==> src/rtl/adc_init_pkg.sv <==
package adc_init_pkg;

  typedef enum logic [2:0] {
    SQ_DOWN       = 3'd0,
    SQ_WAIT_LRISE = 3'd1,
    SQ_WAIT_LFALL = 3'd2,
    SQ_WAIT_BRISE = 3'd3,
    SQ_WAIT_BFALL = 3'd4,
    SQ_INIT       = 3'd5,
    SQ_VALID      = 3'd6
  } seq_state_e;

  // Window length in frame-clock rising edges for a speed class and role.
  function automatic int unsigned init_len(input logic [1:0] spd,
                                           input logic       mstr,
                                           input int unsigned sn,
                                           input int unsigned dtrim,
                                           input int unsigned qtrim,
                                           input int unsigned mtrim);
    int unsigned base;
    case (spd)
      2'b00:   base = sn;
      2'b01:   base = 2 * sn - dtrim;
      default: base = 4 * sn - qtrim;
    endcase
    return mstr ? (base - mtrim) : base;
  endfunction

  function automatic logic fmt_is_i2s(input logic [1:0] fmt);
    return fmt == 2'b01;
  endfunction

endpackage

==> src/rtl/adc_init_edges.sv <==
module adc_init_edges #(
  parameter int N = 2
) (
  input  logic         clk,
  input  logic         rst_n,
  input  logic [N-1:0] sig,
  output logic [N-1:0] rise,
  output logic [N-1:0] fall
);

  logic [N-1:0] sig_q;

  for (genvar i = 0; i < N; i++) begin : g_edge
    always_ff @(posedge clk or negedge rst_n) begin
      if (!rst_n) sig_q[i] <= 1'b0;
      else        sig_q[i] <= sig[i];
    end
    assign rise[i] = sig[i] & ~sig_q[i];
    assign fall[i] = ~sig[i] & sig_q[i];
  end

endmodule

==> src/rtl/adc_init_fsm.sv <==
module adc_init_fsm
  import adc_init_pkg::*;
(
  input  logic       clk,
  input  logic       rst_n,
  input  logic       pwr_down,
  input  logic       master,
  input  logic [1:0] fmt_sel,
  input  logic       lrck_rise,
  input  logic       lrck_fall,
  input  logic       bclk_rise,
  input  logic       bclk_fall,
  input  logic       cnt_hit,
  output logic       load,
  output logic       cfg_master,
  output logic       cfg_i2s,
  output logic       count_en,
  output logic       running,
  output logic       init_active,
  output logic       data_valid
);

  seq_state_e st_q, st_d;

  always_comb begin
    st_d = st_q;
    load = 1'b0;
    if (pwr_down) begin
      st_d = SQ_DOWN;
    end else begin
      case (st_q)
        SQ_DOWN: begin
          load = 1'b1;
          if (master)                st_d = SQ_INIT;
          else if (fmt_is_i2s(fmt_sel)) st_d = SQ_WAIT_LFALL;
          else                       st_d = SQ_WAIT_LRISE;
        end
        SQ_WAIT_LRISE: if (lrck_rise) st_d = SQ_INIT;
        SQ_WAIT_LFALL: if (lrck_fall) st_d = SQ_WAIT_BRISE;
        SQ_WAIT_BRISE: if (bclk_rise) st_d = SQ_WAIT_BFALL;
        SQ_WAIT_BFALL: if (bclk_fall) st_d = SQ_INIT;
        SQ_INIT:       if (cnt_hit)   st_d = SQ_VALID;
        SQ_VALID:      st_d = SQ_VALID;
        default:       st_d = SQ_DOWN;
      endcase
    end
  end

  always_ff @(posedge clk or negedge rst_n) begin
    if (!rst_n) begin
      st_q       <= SQ_DOWN;
      cfg_master <= 1'b0;
      cfg_i2s    <= 1'b0;
    end else begin
      st_q <= st_d;
      if (load) begin
        cfg_master <= master;
        cfg_i2s    <= fmt_is_i2s(fmt_sel);
      end
    end
  end

  assign count_en    = (st_q == SQ_INIT);
  assign init_active = (st_q == SQ_INIT);
  assign data_valid  = (st_q == SQ_VALID);
  assign running     = (st_q == SQ_INIT) || (st_q == SQ_VALID);

endmodule

==> src/rtl/adc_init_cnt.sv <==
module adc_init_cnt
  import adc_init_pkg::*;
#(
  parameter int unsigned LEN_SLAVE_NORMAL = 4134,
  parameter int unsigned DBL_TRIM         = 6,
  parameter int unsigned QUAD_TRIM        = 18,
  parameter int unsigned MASTER_TRIM      = 3,
  parameter int          CW               = 15
) (
  input  logic          clk,
  input  logic          rst_n,
  input  logic          pwr_down,
  input  logic          load,
  input  logic [1:0]    spd_sel,
  input  logic          master,
  input  logic          count_en,
  input  logic          lrck_rise,
  output logic [CW-1:0] cnt_q,
  output logic [CW-1:0] term_q,
  output logic          hit
);

  logic [CW-1:0] cnt_next;

  assign cnt_next = cnt_q + CW'(1);
  assign hit      = count_en && lrck_rise && (cnt_next == term_q);

  always_ff @(posedge clk or negedge rst_n) begin
    if (!rst_n) begin
      cnt_q  <= '0;
      term_q <= '0;
    end else if (pwr_down) begin
      cnt_q <= '0;
    end else if (load) begin
      cnt_q  <= '0;
      term_q <= CW'(init_len(spd_sel, master, LEN_SLAVE_NORMAL,
                             DBL_TRIM, QUAD_TRIM, MASTER_TRIM));
    end else if (count_en && lrck_rise) begin
      cnt_q <= cnt_next;
    end
  end

endmodule

==> src/rtl/adc_init_gate.sv <==
module adc_init_gate #(
  parameter int W  = 24,
  parameter int CH = 2
) (
  input  logic                valid,
  input  logic [CH-1:0][W-1:0] raw,
  output logic [CH-1:0][W-1:0] out
);

  for (genvar c = 0; c < CH; c++) begin : g_ch
    assign out[c] = valid ? raw[c] : '0;
  end

endmodule

==> src/rtl/adc_init_seq.sv <==
module adc_init_seq #(
  parameter int unsigned LEN_SLAVE_NORMAL = 4134,
  parameter int unsigned DBL_TRIM         = 6,
  parameter int unsigned QUAD_TRIM        = 18,
  parameter int unsigned MASTER_TRIM      = 3,
  parameter int          DATA_W           = 24
) (
  input  logic              clk,
  input  logic              rst_n,
  input  logic              pwr_down,
  input  logic              bclk,
  input  logic              lrck,
  input  logic [1:0]        fmt_sel,
  input  logic [1:0]        spd_sel,
  input  logic              master,
  input  logic [DATA_W-1:0] adc_l_raw,
  input  logic [DATA_W-1:0] adc_r_raw,
  output logic [DATA_W-1:0] adc_l_out,
  output logic [DATA_W-1:0] adc_r_out,
  output logic              running,
  output logic              init_active,
  output logic              data_valid
);

  localparam int unsigned MAX_LEN = 4 * LEN_SLAVE_NORMAL;
  localparam int          CW      = $clog2(MAX_LEN + 1);
  localparam int          NCH     = 2;

  logic [1:0] edge_rise, edge_fall;
  logic       lrck_rise, lrck_fall, bclk_rise, bclk_fall;
  logic       load, hit, count_en, cfg_master, cfg_i2s;
  logic [CW-1:0] cnt_q, term_q;
  logic [NCH-1:0][DATA_W-1:0] raw_pk, out_pk;

  adc_init_edges #(.N(2)) u_edges (
    .clk  (clk),
    .rst_n(rst_n),
    .sig  ({bclk, lrck}),
    .rise (edge_rise),
    .fall (edge_fall)
  );

  assign lrck_rise = edge_rise[0];
  assign lrck_fall = edge_fall[0];
  assign bclk_rise = edge_rise[1];
  assign bclk_fall = edge_fall[1];

  adc_init_fsm u_fsm (
    .clk        (clk),
    .rst_n      (rst_n),
    .pwr_down   (pwr_down),
    .master     (master),
    .fmt_sel    (fmt_sel),
    .lrck_rise  (lrck_rise),
    .lrck_fall  (lrck_fall),
    .bclk_rise  (bclk_rise),
    .bclk_fall  (bclk_fall),
    .cnt_hit    (hit),
    .load       (load),
    .cfg_master (cfg_master),
    .cfg_i2s    (cfg_i2s),
    .count_en   (count_en),
    .running    (running),
    .init_active(init_active),
    .data_valid (data_valid)
  );

  adc_init_cnt #(
    .LEN_SLAVE_NORMAL(LEN_SLAVE_NORMAL),
    .DBL_TRIM        (DBL_TRIM),
    .QUAD_TRIM       (QUAD_TRIM),
    .MASTER_TRIM     (MASTER_TRIM),
    .CW              (CW)
  ) u_cnt (
    .clk      (clk),
    .rst_n    (rst_n),
    .pwr_down (pwr_down),
    .load     (load),
    .spd_sel  (spd_sel),
    .master   (master),
    .count_en (count_en),
    .lrck_rise(lrck_rise),
    .cnt_q    (cnt_q),
    .term_q   (term_q),
    .hit      (hit)
  );

  assign raw_pk[0] = adc_l_raw;
  assign raw_pk[1] = adc_r_raw;

  adc_init_gate #(.W(DATA_W), .CH(NCH)) u_gate (
    .valid(data_valid),
    .raw  (raw_pk),
    .out  (out_pk)
  );

  assign adc_l_out = out_pk[0];
  assign adc_r_out = out_pk[1];

endmodule

==> config.mk <==
export PLATFORM = sky130hd
export DESIGN_NAME = adc_init_seq
export DESIGN_NICKNAME = d
export VERILOG_FILES = /design/src/rtl/adc_init_pkg.sv /design/src/rtl/adc_init_edges.sv /design/src/rtl/adc_init_fsm.sv /design/src/rtl/adc_init_cnt.sv /design/src/rtl/adc_init_gate.sv /design/src/rtl/adc_init_seq.sv
export SDC_FILE = /design/constraint.sdc
export NUM_CORES = 1
export LEC_CHECK = 0
export BUFFER_PORTS_ARGS = -buffer_cell sky130_fd_sc_hd__buf_2
export CORE_MARGIN = 10
export CORE_UTILIZATION = 46
export DETAILED_ROUTE_END_ITERATION = 8
export GPL_TIMING_DRIVEN = 0
export MAX_ROUTING_LAYER = met4
export PLACE_DENSITY = 0.81
export SLEW_MARGIN = 20
export SYNTH_ARGS = -nofsm -noshare
export SYNTH_HDL_FRONTEND = slang
export SYNTH_SLANG_ARGS = --single-unit
==> constraint.sdc <==
create_clock -name clk -period 3.4 [get_ports clk]
set_clock_uncertainty 0.05 [all_clocks]
set_input_delay 0.17 -clock clk [delete_from_list [all_inputs] [get_ports clk]]
set_output_delay 0.17 -clock clk [all_outputs]
set_load 0.005 [all_outputs]
### After elaboration in Yosys (flattened, before gate mapping)

Cells that the tools add are included.

* add/subtract/negate cells: 2
* eq/ne operators: 14
* mux-type cells: 20
* bitwise operators: 9
* reduce and logical (&&, ||, !) cells: 8

Operators by type and width (count)
* 15-bit two-way mux: 6
* 24-bit two-way mux: 2
* 15-bit case mux with 2 select lines: 1
* 3-bit two-way mux: 7
* 3-bit case mux with 7 select lines: 1
* 15-bit by 1-bit adder with 15-bit output, second input constant: 1
* 15-bit equality test: 1
* 15-bit by 2-bit subtractor with 15-bit output, second input constant: 1
* 3-bit inequality test, second input constant: 4
* 3-bit equality test, second input constant: 3
* 3-bit by 2-bit equality test with 1-bit output, second input constant: 2
* 1-bit NOT: 5
* 5-bit AND reduction: 1
* 1-bit bitwise AND: 4
* 2-bit by 1-bit equality test with 1-bit output, second input constant: 2
* 3-bit by 1-bit equality test with 1-bit output, second input constant: 1
* 3-bit logical NOT: 1
* 3-bit by 2-bit inequality test with 1-bit output, second input constant: 1
* 3-bit nonzero test: 1
* 1-bit logical AND: 2
* 2-bit logical NOT: 1
* 1-bit two-way mux: 2
* 2-bit two-way mux: 1
* 2-bit AND reduction: 1
* 1-bit logical OR: 1

* register bits after elaboration: 35
* input port bits: 58
* output and inout bits: 51
* logic and storage cells: 58

### Logic depth before layout (Yosys ltp)

Gate-level depths: netlist of run 1.

* depth after elaboration: 7
* gate-level depth with buffers: 8
* gate-level depth less buffers: 7

### By module

A second synthesis of run 1 with hierarchy kept.

* cells, all modules: 252
* area total of the unflattened synthesis: 2252.2 um^2

Modules (own cells, without submodules)
* adc_init_cnt: instances 1, cells an instance 154, area an instance 1403.8 um^2, seq. area each 525.5 um^2
* adc_init_fsm: instances 1, cells an instance 39, area an instance 392.9 um^2, seq. area each 125.1 um^2
* adc_init_gate: instances 1, cells an instance 53, area an instance 370.4 um^2, seq. area each 0.0 um^2
* adc_init_edges: instances 1, cells an instance 6, area an instance 85.1 um^2, seq. area each 50.0 um^2

### Least setup slack after synthesis of run 1

Ideal clock, no wire load.

* path type: flip-flop to flip-flop
* start: reg u_cnt.cnt_q[0]
* end: reg u_fsm.st_q[1]
* setup time: 0.092 ns
* arrival time: 2.243 ns
* required time: 3.258 ns
* slack: 1.015 ns
* cell stages (with the launch flop): 9
* buffers on the path: 1
* period minus slack after synthesis: 2.385 ns
* path through: dfrtp_1 ha_1 buf_2 nand3_1 or4_1 xor2_1 mux2i_1 or3_1 o31ai_2

* cells in the longest elaborated chain, start to end: 5

RTL lines
* start: declaration: line adc_init_cnt.sv:18 `output logic [CW-1:0] cnt_q,`
* start signal: assignment: line adc_init_cnt.sv:39 `cnt_q <= cnt_next;`
* 15-bit by 1-bit adder with 15-bit output: line adc_init_cnt.sv:25 `assign cnt_next = cnt_q + CW'(1);`
* 15-bit equality test: line adc_init_cnt.sv:26 `assign hit = count_en && lrck_rise && (cnt_next == term_q);`
* 1-bit logical AND: line adc_init_cnt.sv:26
* 3-bit inequality test (no line)
* 5-bit AND reduction (no line)
* end signal: assignment: line adc_init_fsm.sv:55 `st_q <= st_d;`
* end: declaration: line adc_init_fsm.sv:23 `seq_state_e st_q, st_d;`

No other way between the ends.
A chain may end at the register's enable or synchronous reset.

### Final worst setup path of run 1

Same ends and word-level chain as after synthesis.

==> results of run 1 <==
==> registers in the layout, summed over array words and instances, names as in the netlist <==
signal         flops
u_cnt.cnt_q       15
u_cnt.term_q       6
u_fsm.st_q         3
u_edges.sig_q      2
==> cell usage after synthesis, drive strengths merged, types with 6 or more instances <==
cell type and instances:
nand3 9, nand4 6, and2 50, inv 6, dfrtp 26, a21oi 6, o31ai 6, xnor2 6
nand2b 6, clkbuf 15, o21ai 30, nor2 19, nand2 20
==> stage by stage <==
step	hold slack [ns]	utilization, %	instances	area (µm²)
after floorplan	-0.1756	-	260	2071
after global routing	0.04487	63.53	427	2766
after CTS	0.02802	63.42	427	2761
final	0.02749	63.53	427	2766
after detailed placement	0.1568	61.47	420	2676
after global placement	0.1544	61.47	420	2676
==> how the worst min path moves through the flow <==
stage | endpoint | slack, ns | from
global placement | u_cnt.cnt_q[6] | 0.15 | rst_n
CTS | u_cnt.term_q[12] | 0.03 | spd_sel[0]
detailed placement | u_cnt.cnt_q[5] | 0.16 | rst_n
global route | u_cnt.term_q[12] | 0.04 | spd_sel[0]
finish | u_cnt.term_q[12] | 0.03 | spd_sel[0]
floorplan | u_cnt.cnt_q[0] | -0.18 | rst_n
==> cell usage in the layout (no fill, tap or decap), types with 4 or more instances in the layout <==
cell,n
a21oi_1,6
a31oi_1,4
and2_1,48
and3_1,4
buf_2,110
clkbuf_1,14
clkbuf_8,4
dfrtp_1,26
inv_1,6
nand2_1,20
nand2b_1,6
nand3_1,8
nand4_1,5
nor2_1,19
nor2b_1,4
o21ai_0,30
o31ai_1,5
or3_1,4
xnor2_1,6
==> kinds of logic after synthesis <==
kind of cell	Yosys count	share of synthesized area (%)
buffers and inverters	25	5.075
multiplexers	5	2.598
adder cells (fa/ha/maj)	1	0.6041
XOR/XNOR	11	5.982
AO/OA/AOI/OAI	57	16.80
AND/OR/NAND/NOR	135	37.52
flip-flops	26	31.42
==> final cells by class <==
type,instances,area (µm²)
fillers,378,1588
multi-input cells,209,1320
flip-flops and latches,26,650.6
repair buffers,111,570.5
plain buffers,19,82.58
well taps,52,65.06
clock buffers,4,55.05
inverters,6,22.52
==> worst register-to-register path, stage by stage (launching register included) <==
cell and delay (ns):
dfrtp_1 0.48, ha_1 0.18, buf_2 0.19, nand3_1 0.15
or4_1 0.56, xor2_1 0.19, mux2i_1 0.16, or3_1 0.41
o31ai_2 0.22
==> per-layer routing <==
| metal | up-vias | wire [µm] | global-route usage, % |
|---|---|---|---|
| met2 | 61 | 3519 | 30.11 |
| li1 | 1130 | - | - |
| met1 | 1015 | 2976 | 22.21 |
| met4 | 0 | 85 | 3.913 |
| met3 | 8 | 292 | 2.809 |
| met5 | - | 0 | - |
==> power by group <==
group / switching (mW) / internal [mW] / leakage, nW
sequential: 0.0481 / 0.352 / 0.342
combinational: 0.201 / 0.164 / 1.06
clock: 0.104 / 0.104 / 0.0288
total: 0.353 / 0.620 / 1.43
==> timing repair <==
action | CTS | global route
hold endpoints to repair | 28 | 0
resized for setup | 0 | 0
buffers inserted | 0 | 0
hold buffers | 3 | 0
==> out/qor.yml, run 1 <==
die:
  fp.dieH_um: 87.10
  core_um2: 4354
  dieArea_um2: 7586
  dieWidth_um: 87.10
  pin_count: 109
  fp-row-count: 24
  start_util_pct: 47.56
drt:
  drt_wl_total_um: 6874
  firstDrtPassIters: 4
  viasPerCell: 5.185
  ant_nets: 0
  drc: 0
  avgRoutedWirePerCell_um: 16.10
  vias: 2214
  drt_iter0_markers: 164
cells_and_area:
  insertedDiodeCount: 0
  area_growth_pct: 33.60
  final_nets: 435
  drive_gt1_share_pct: 33.60
timing:
  timing.slew.headroom_pct: 56.78
  setup-violations-final: 0
  finalHoldViolCount: 0
  rsz0062_at_grt: "no"
  period_share_pct: 78.71
  fmax_ghz: 0.3737
  tns_ns: 0
  tightest_slew_ns: 0.6448
  min_period_ns: 2.676
  fin_ws_ns: 0.7238
  drv_slew: 0
run:
  timing.max_cap.violations: 0
synthesis:
  synthDistinctLibCells: 45
  synthCells: 260
  synth.top_cells.by_area: "dfrtp_1 (31%), and2_1 (15%), o21ai_0 (7.3%)"
  yosysTopAreaCell: "dfrtp_1"
  synth_edf_count: 0
  synth_top_area_share_pct: 31.42
  ys_seq_area_share_pct: 31.42
  syn_area_per_cell_um2: 7.964
  synth-seq-cells: 26
  synthFlopType: "dfrtp_1"
  async_flop_share_pct: 100.0
  syn_nets: 319
  yosys_warnings: 0
  synth_area_um2: 2071
worst_hold_path:
  hold_class: "input port to register"
  holdPathStages: 2
power_and_ir_drop:
  ir_worst_vdd_mv: 0.4178
  power.leakage_nw: 1.428
  p_total_uw: 972.6
  p_per_area_nw_per_um2: 351.6
setup_path:
  critPathArrivalTime_ns: 2.82
  cp_cell_sequence: "ha_1, buf_2, nand3_1, or4_1, xor2_1, mux2i_1, or3_1, o31ai_2"
  cp-start-kind: "register"
  required_ns: 3.54
  critPathBufInv: 1
  r2r-start: "u_cnt.cnt_q[0]"
  crit_path_start: "u_cnt.cnt_q[0]"
  worst-setup-path-type: "register to register"
  cp_max_fo: 7
  critPathCaptureType: "register"
  rr_endpoint: "u_fsm.st_q[1]"
  critPathMaxStageDelay_ns: 0.56
  crit_end: "u_fsm.st_q[1]"
  cp.depth: 8
  crit_path_top_delay_cell: "or4_1"
  rrSetupSlack_ns: 0.72
  path_delay_family: "simple AND/OR/NAND/NOR gates"
  ff2ff_path_depth: 8
placed_design:
  gp_congestion: 0.9136
  place_ws_ns: 0.7416
  dp_hpwl_um: 5609
  portBuffers: 108
global_routing:
  grt_pass1_wl_um: 10910
  antenna_found_initial: 0
  grt_pass1_vias: 2226
  grt.overflow.total: 0
  grt_start_max_net_pins: 27
  grt_usage_pct: 17.97
clocking:
  cts_root_buffer: "clkbuf_8"
  htree_levels: 1
  cts_max_path_buffers: 2
  cts.sinks: 26
  cts_tree: "done"
  clk_latency_ns: 0.28
  cts_buffers: 3
  clk_pin_slew_ns: 0.09
status:
  outcome: "finished, final reports clean"
No activity file was read; power rests on OpenSTA's default activity.
==> run 2, diff against run 1 <==
--- a/config.mk
+++ b/config.mk
@@ -7,11 +7,11 @@
 export LEC_CHECK = 0
 export BUFFER_PORTS_ARGS = -buffer_cell sky130_fd_sc_hd__buf_2
 export CORE_MARGIN = 10
-export CORE_UTILIZATION = 46
+export CORE_UTILIZATION = 41
 export DETAILED_ROUTE_END_ITERATION = 8
 export GPL_TIMING_DRIVEN = 0
 export MAX_ROUTING_LAYER = met4
-export PLACE_DENSITY = 0.81
+export PLACE_DENSITY = 0.77
 export SLEW_MARGIN = 20
 export SYNTH_ARGS = -nofsm -noshare
 export SYNTH_HDL_FRONTEND = slang
==> constraint.sdc (replaced) <==
create_clock -name clk -period 2.21 [get_ports clk]
set_clock_uncertainty 0.05 [all_clocks]
set_input_delay 0.1105 -clock clk [delete_from_list [all_inputs] [get_ports clk]]
set_output_delay 0.1105 -clock clk [all_outputs]
set_load 0.005 [all_outputs]
==> out/qor.yml, run 2 (synthesized netlist as in run 1, its figures left out) <==
setup_path:
  cp_max_fo: 6  # was 7
  cp-start-kind: "register"  # unchanged
  worst-setup-path-type: "register to register"  # unchanged
  critPathCaptureType: "register"  # unchanged
  critPathArrivalTime_ns: 2.47  # was 2.82 ns
  required_ns: 2.34  # was 3.54 ns
cells_and_area:
  area_growth_pct: 39.40  # was 33.60%
  drive_gt1_share_pct: 37.73  # was 33.60%
  layout_common_cells: "buf_2 (109), and2_1 (48), o21ai_0 (30)"  # was buf_2 (110), and2_1 (48), o21ai_0 (30)
  regMostFlops: "u_cnt.cnt_q"  # unchanged
  final_nets: 440  # was 435
  fin_util_pct: 59.92  # was 63.53%
  final_common_cell: "buf_2"  # unchanged
  n_fill_cell: 445  # was 378
  insertedDiodeCount: 0  # unchanged
  largestRegisters: "u_cnt.cnt_q: 15 flops, u_cnt.term_q: 6 flops, u_fsm.st_q: 3 flops"  # unchanged
  largest_reg_flops: 15  # unchanged
drt:
  vias: 2298  # was 2,214
  drt_wl_total_um: 6966  # was 6874 µm
  avgRoutedWirePerCell_um: 15.62  # was 16.10 µm
  viasPerCell: 5.152  # was 5.185
  firstDrtPassIters: 4  # unchanged
  drt_iter0_markers: 165  # was 164
  ant_nets: 0  # unchanged
  drc: 0  # unchanged
power_and_ir_drop:
  power.leakage_nw: 1.459  # was 1.428 nW
  pwr-share-clk_pct: 18.2  # was 21.4%
  power_switching_uw: 556.7  # was 352.7 µW
  sw_frac_of_total_pct: 37.31  # was 36.26%
  p_per_area_nw_per_um2: 516.9  # was 351.6 nW/µm²
  p_int_uw: 935.4  # was 619.9 µW
  pwr-share-seq_pct: 42.3  # was 41.1%
  p_comb_share_pct: 39.5  # was 37.5%
  ir_worst_vdd_mv: 0.2962  # was 0.4178 mV
timing:
  period_share_pct: 105.8  # was 78.71%
  min_period_ns: 2.338  # was 2.676 ns
  fin_hold_ws_ns: 0.03337  # was 0.02749 ns
  fin_ws_ns: -0.1276  # was 0.7238 ns
  tns_ns: -0.1756  # was 0 ns
  tightest_slew_ns: 0.6042  # was 0.6448 ns
  rsz0062_at_grt: "yes"  # was no
  finalHoldViolCount: 0  # unchanged
  fmax_ghz: 0.4278  # was 0.3737 GHz
  drv_slew: 0  # unchanged
  setup-violations-final: 2  # was 0
  timing.slew.headroom_pct: 59.50  # was 56.78%
global_routing:
  grt_start_max_net_pins: 27  # unchanged
  grt.overflow.total: 0  # unchanged
  grt_pass1_wl_um: 11530  # was 10,910 µm
  grt_usage_pct: 16.91  # was 17.97%
  grt_pass1_vias: 2452  # was 2,226
  antenna_found_initial: 0  # unchanged
clocking:
  clk_pin_slew_ns: 0.09  # about the same
  cts_root_buffer: "clkbuf_8"  # unchanged
  clk_latency_ns: 0.27  # was 0.28 ns
  htree_levels: 1  # unchanged
  cts_tree: "done"  # unchanged
  cts_buffers: 3  # unchanged
  cts.sinks: 26  # unchanged
  cts_max_path_buffers: 2  # unchanged
placed_design:
  portBuffers: 108  # unchanged
  dp_hpwl_um: 5527  # was 5609 µm
  gp_congestion: 0.8632  # was 0.9136
status:
  outcome: "finished, violations left"  # was finished, final reports clean
  violations: "setup timing"
run:
  timing.max_cap.violations: 0  # unchanged
die:
  core_um2: 4817  # was 4354 µm²
  fp-row-count: 25  # was 24
  fp.dieH_um: 91.07  # was 87.10 µm
  pin_count: 109  # unchanged
  dieWidth_um: 91.07  # was 87.10 µm
  dieArea_um2: 8293  # was 7586 µm²
  start_util_pct: 42.99  # was 47.56%
worst_hold_path:
  hold_class: "input port to register"  # unchanged
-- run 2: critical path: stages (launching register included) --
cell	delay, ns
dfrtp_1	0.39
ha_2	0.18
buf_6	0.12
nand3_4	0.08
or4_4	0.52
xor2_2	0.17
mux2i_2	0.19
or3_1	0.34
o31ai_2	0.20
-- run 2: layout make-up --
cell class	count	area (µm²)	area share [%]
inverters	6	22.52	0.7802
repair buffers	119	635.6	22.02
flip-flops and latches	26	651.9	22.58
multi-input cells	209	1371	47.51
plain buffers	16	80.08	2.774
well taps	67	83.83	2.904
clock buffers	3	41.29	1.430
-- run 2: repair_timing --
action / 4_1_cts / 5_1_grt
setup endpoints to repair: 15 / 26
resized for setup: 4 / 8
endpoints found under the hold margin: 29 / 0
pin swaps: 1 / 0
gates cloned: 0 / 0
setup buffers: 2 / 4
hold buffers: 5 / 0
-- run 2: path summary, 6_finish.rpt --
path	startpoint	end	slack, ns	cells after the start
max	u_cnt.cnt_q[1]	u_fsm.st_q[1]	-0.13	8
min	master	u_cnt.term_q[2]	0.03	2
max reg2reg	u_cnt.cnt_q[1]	u_fsm.st_q[1]	-0.13	8
min reg2reg	u_cnt.cnt_q[14]	u_cnt.cnt_q[14]	0.46	1
max in group asynchronous	rst_n	u_cnt.cnt_q[0]	1.38	2
min in group asynchronous	rst_n	u_cnt.cnt_q[3]	0.32	2
-- run 2: power groups by stage --
stage               sequential (mW)  clock (mW)  combinational (mW)
CTS                           0.627       0.277               0.566
global route                  0.640       0.297               0.668
floorplan                     0.601           0               0.381
finish                        0.631       0.272               0.589
detailed placement            0.624           0               0.560
global placement              0.621           0               0.543
-- run 2: per-layer routing --
layer / routed length, µm / global-route usage, %
met3: 522 / 4.938
met5: 0 / -
met2: 3515 / 29.77
met1: 2810 / 18.46
met4: 118 / 3.525
-- run 2: metrics by stage --
stage	power [mW]	area (µm²)	setup slack, ns	instances
after CTS	1.470	2831	-0.1391	444
after global routing	1.606	2887	-0.1900	446
after global placement	1.164	2713	-0.2344	435
after detailed placement	1.184	2713	-0.2897	435
after floorplan	0.9817	2088	-0.04956	260
final	1.492	2887	-0.1276	446
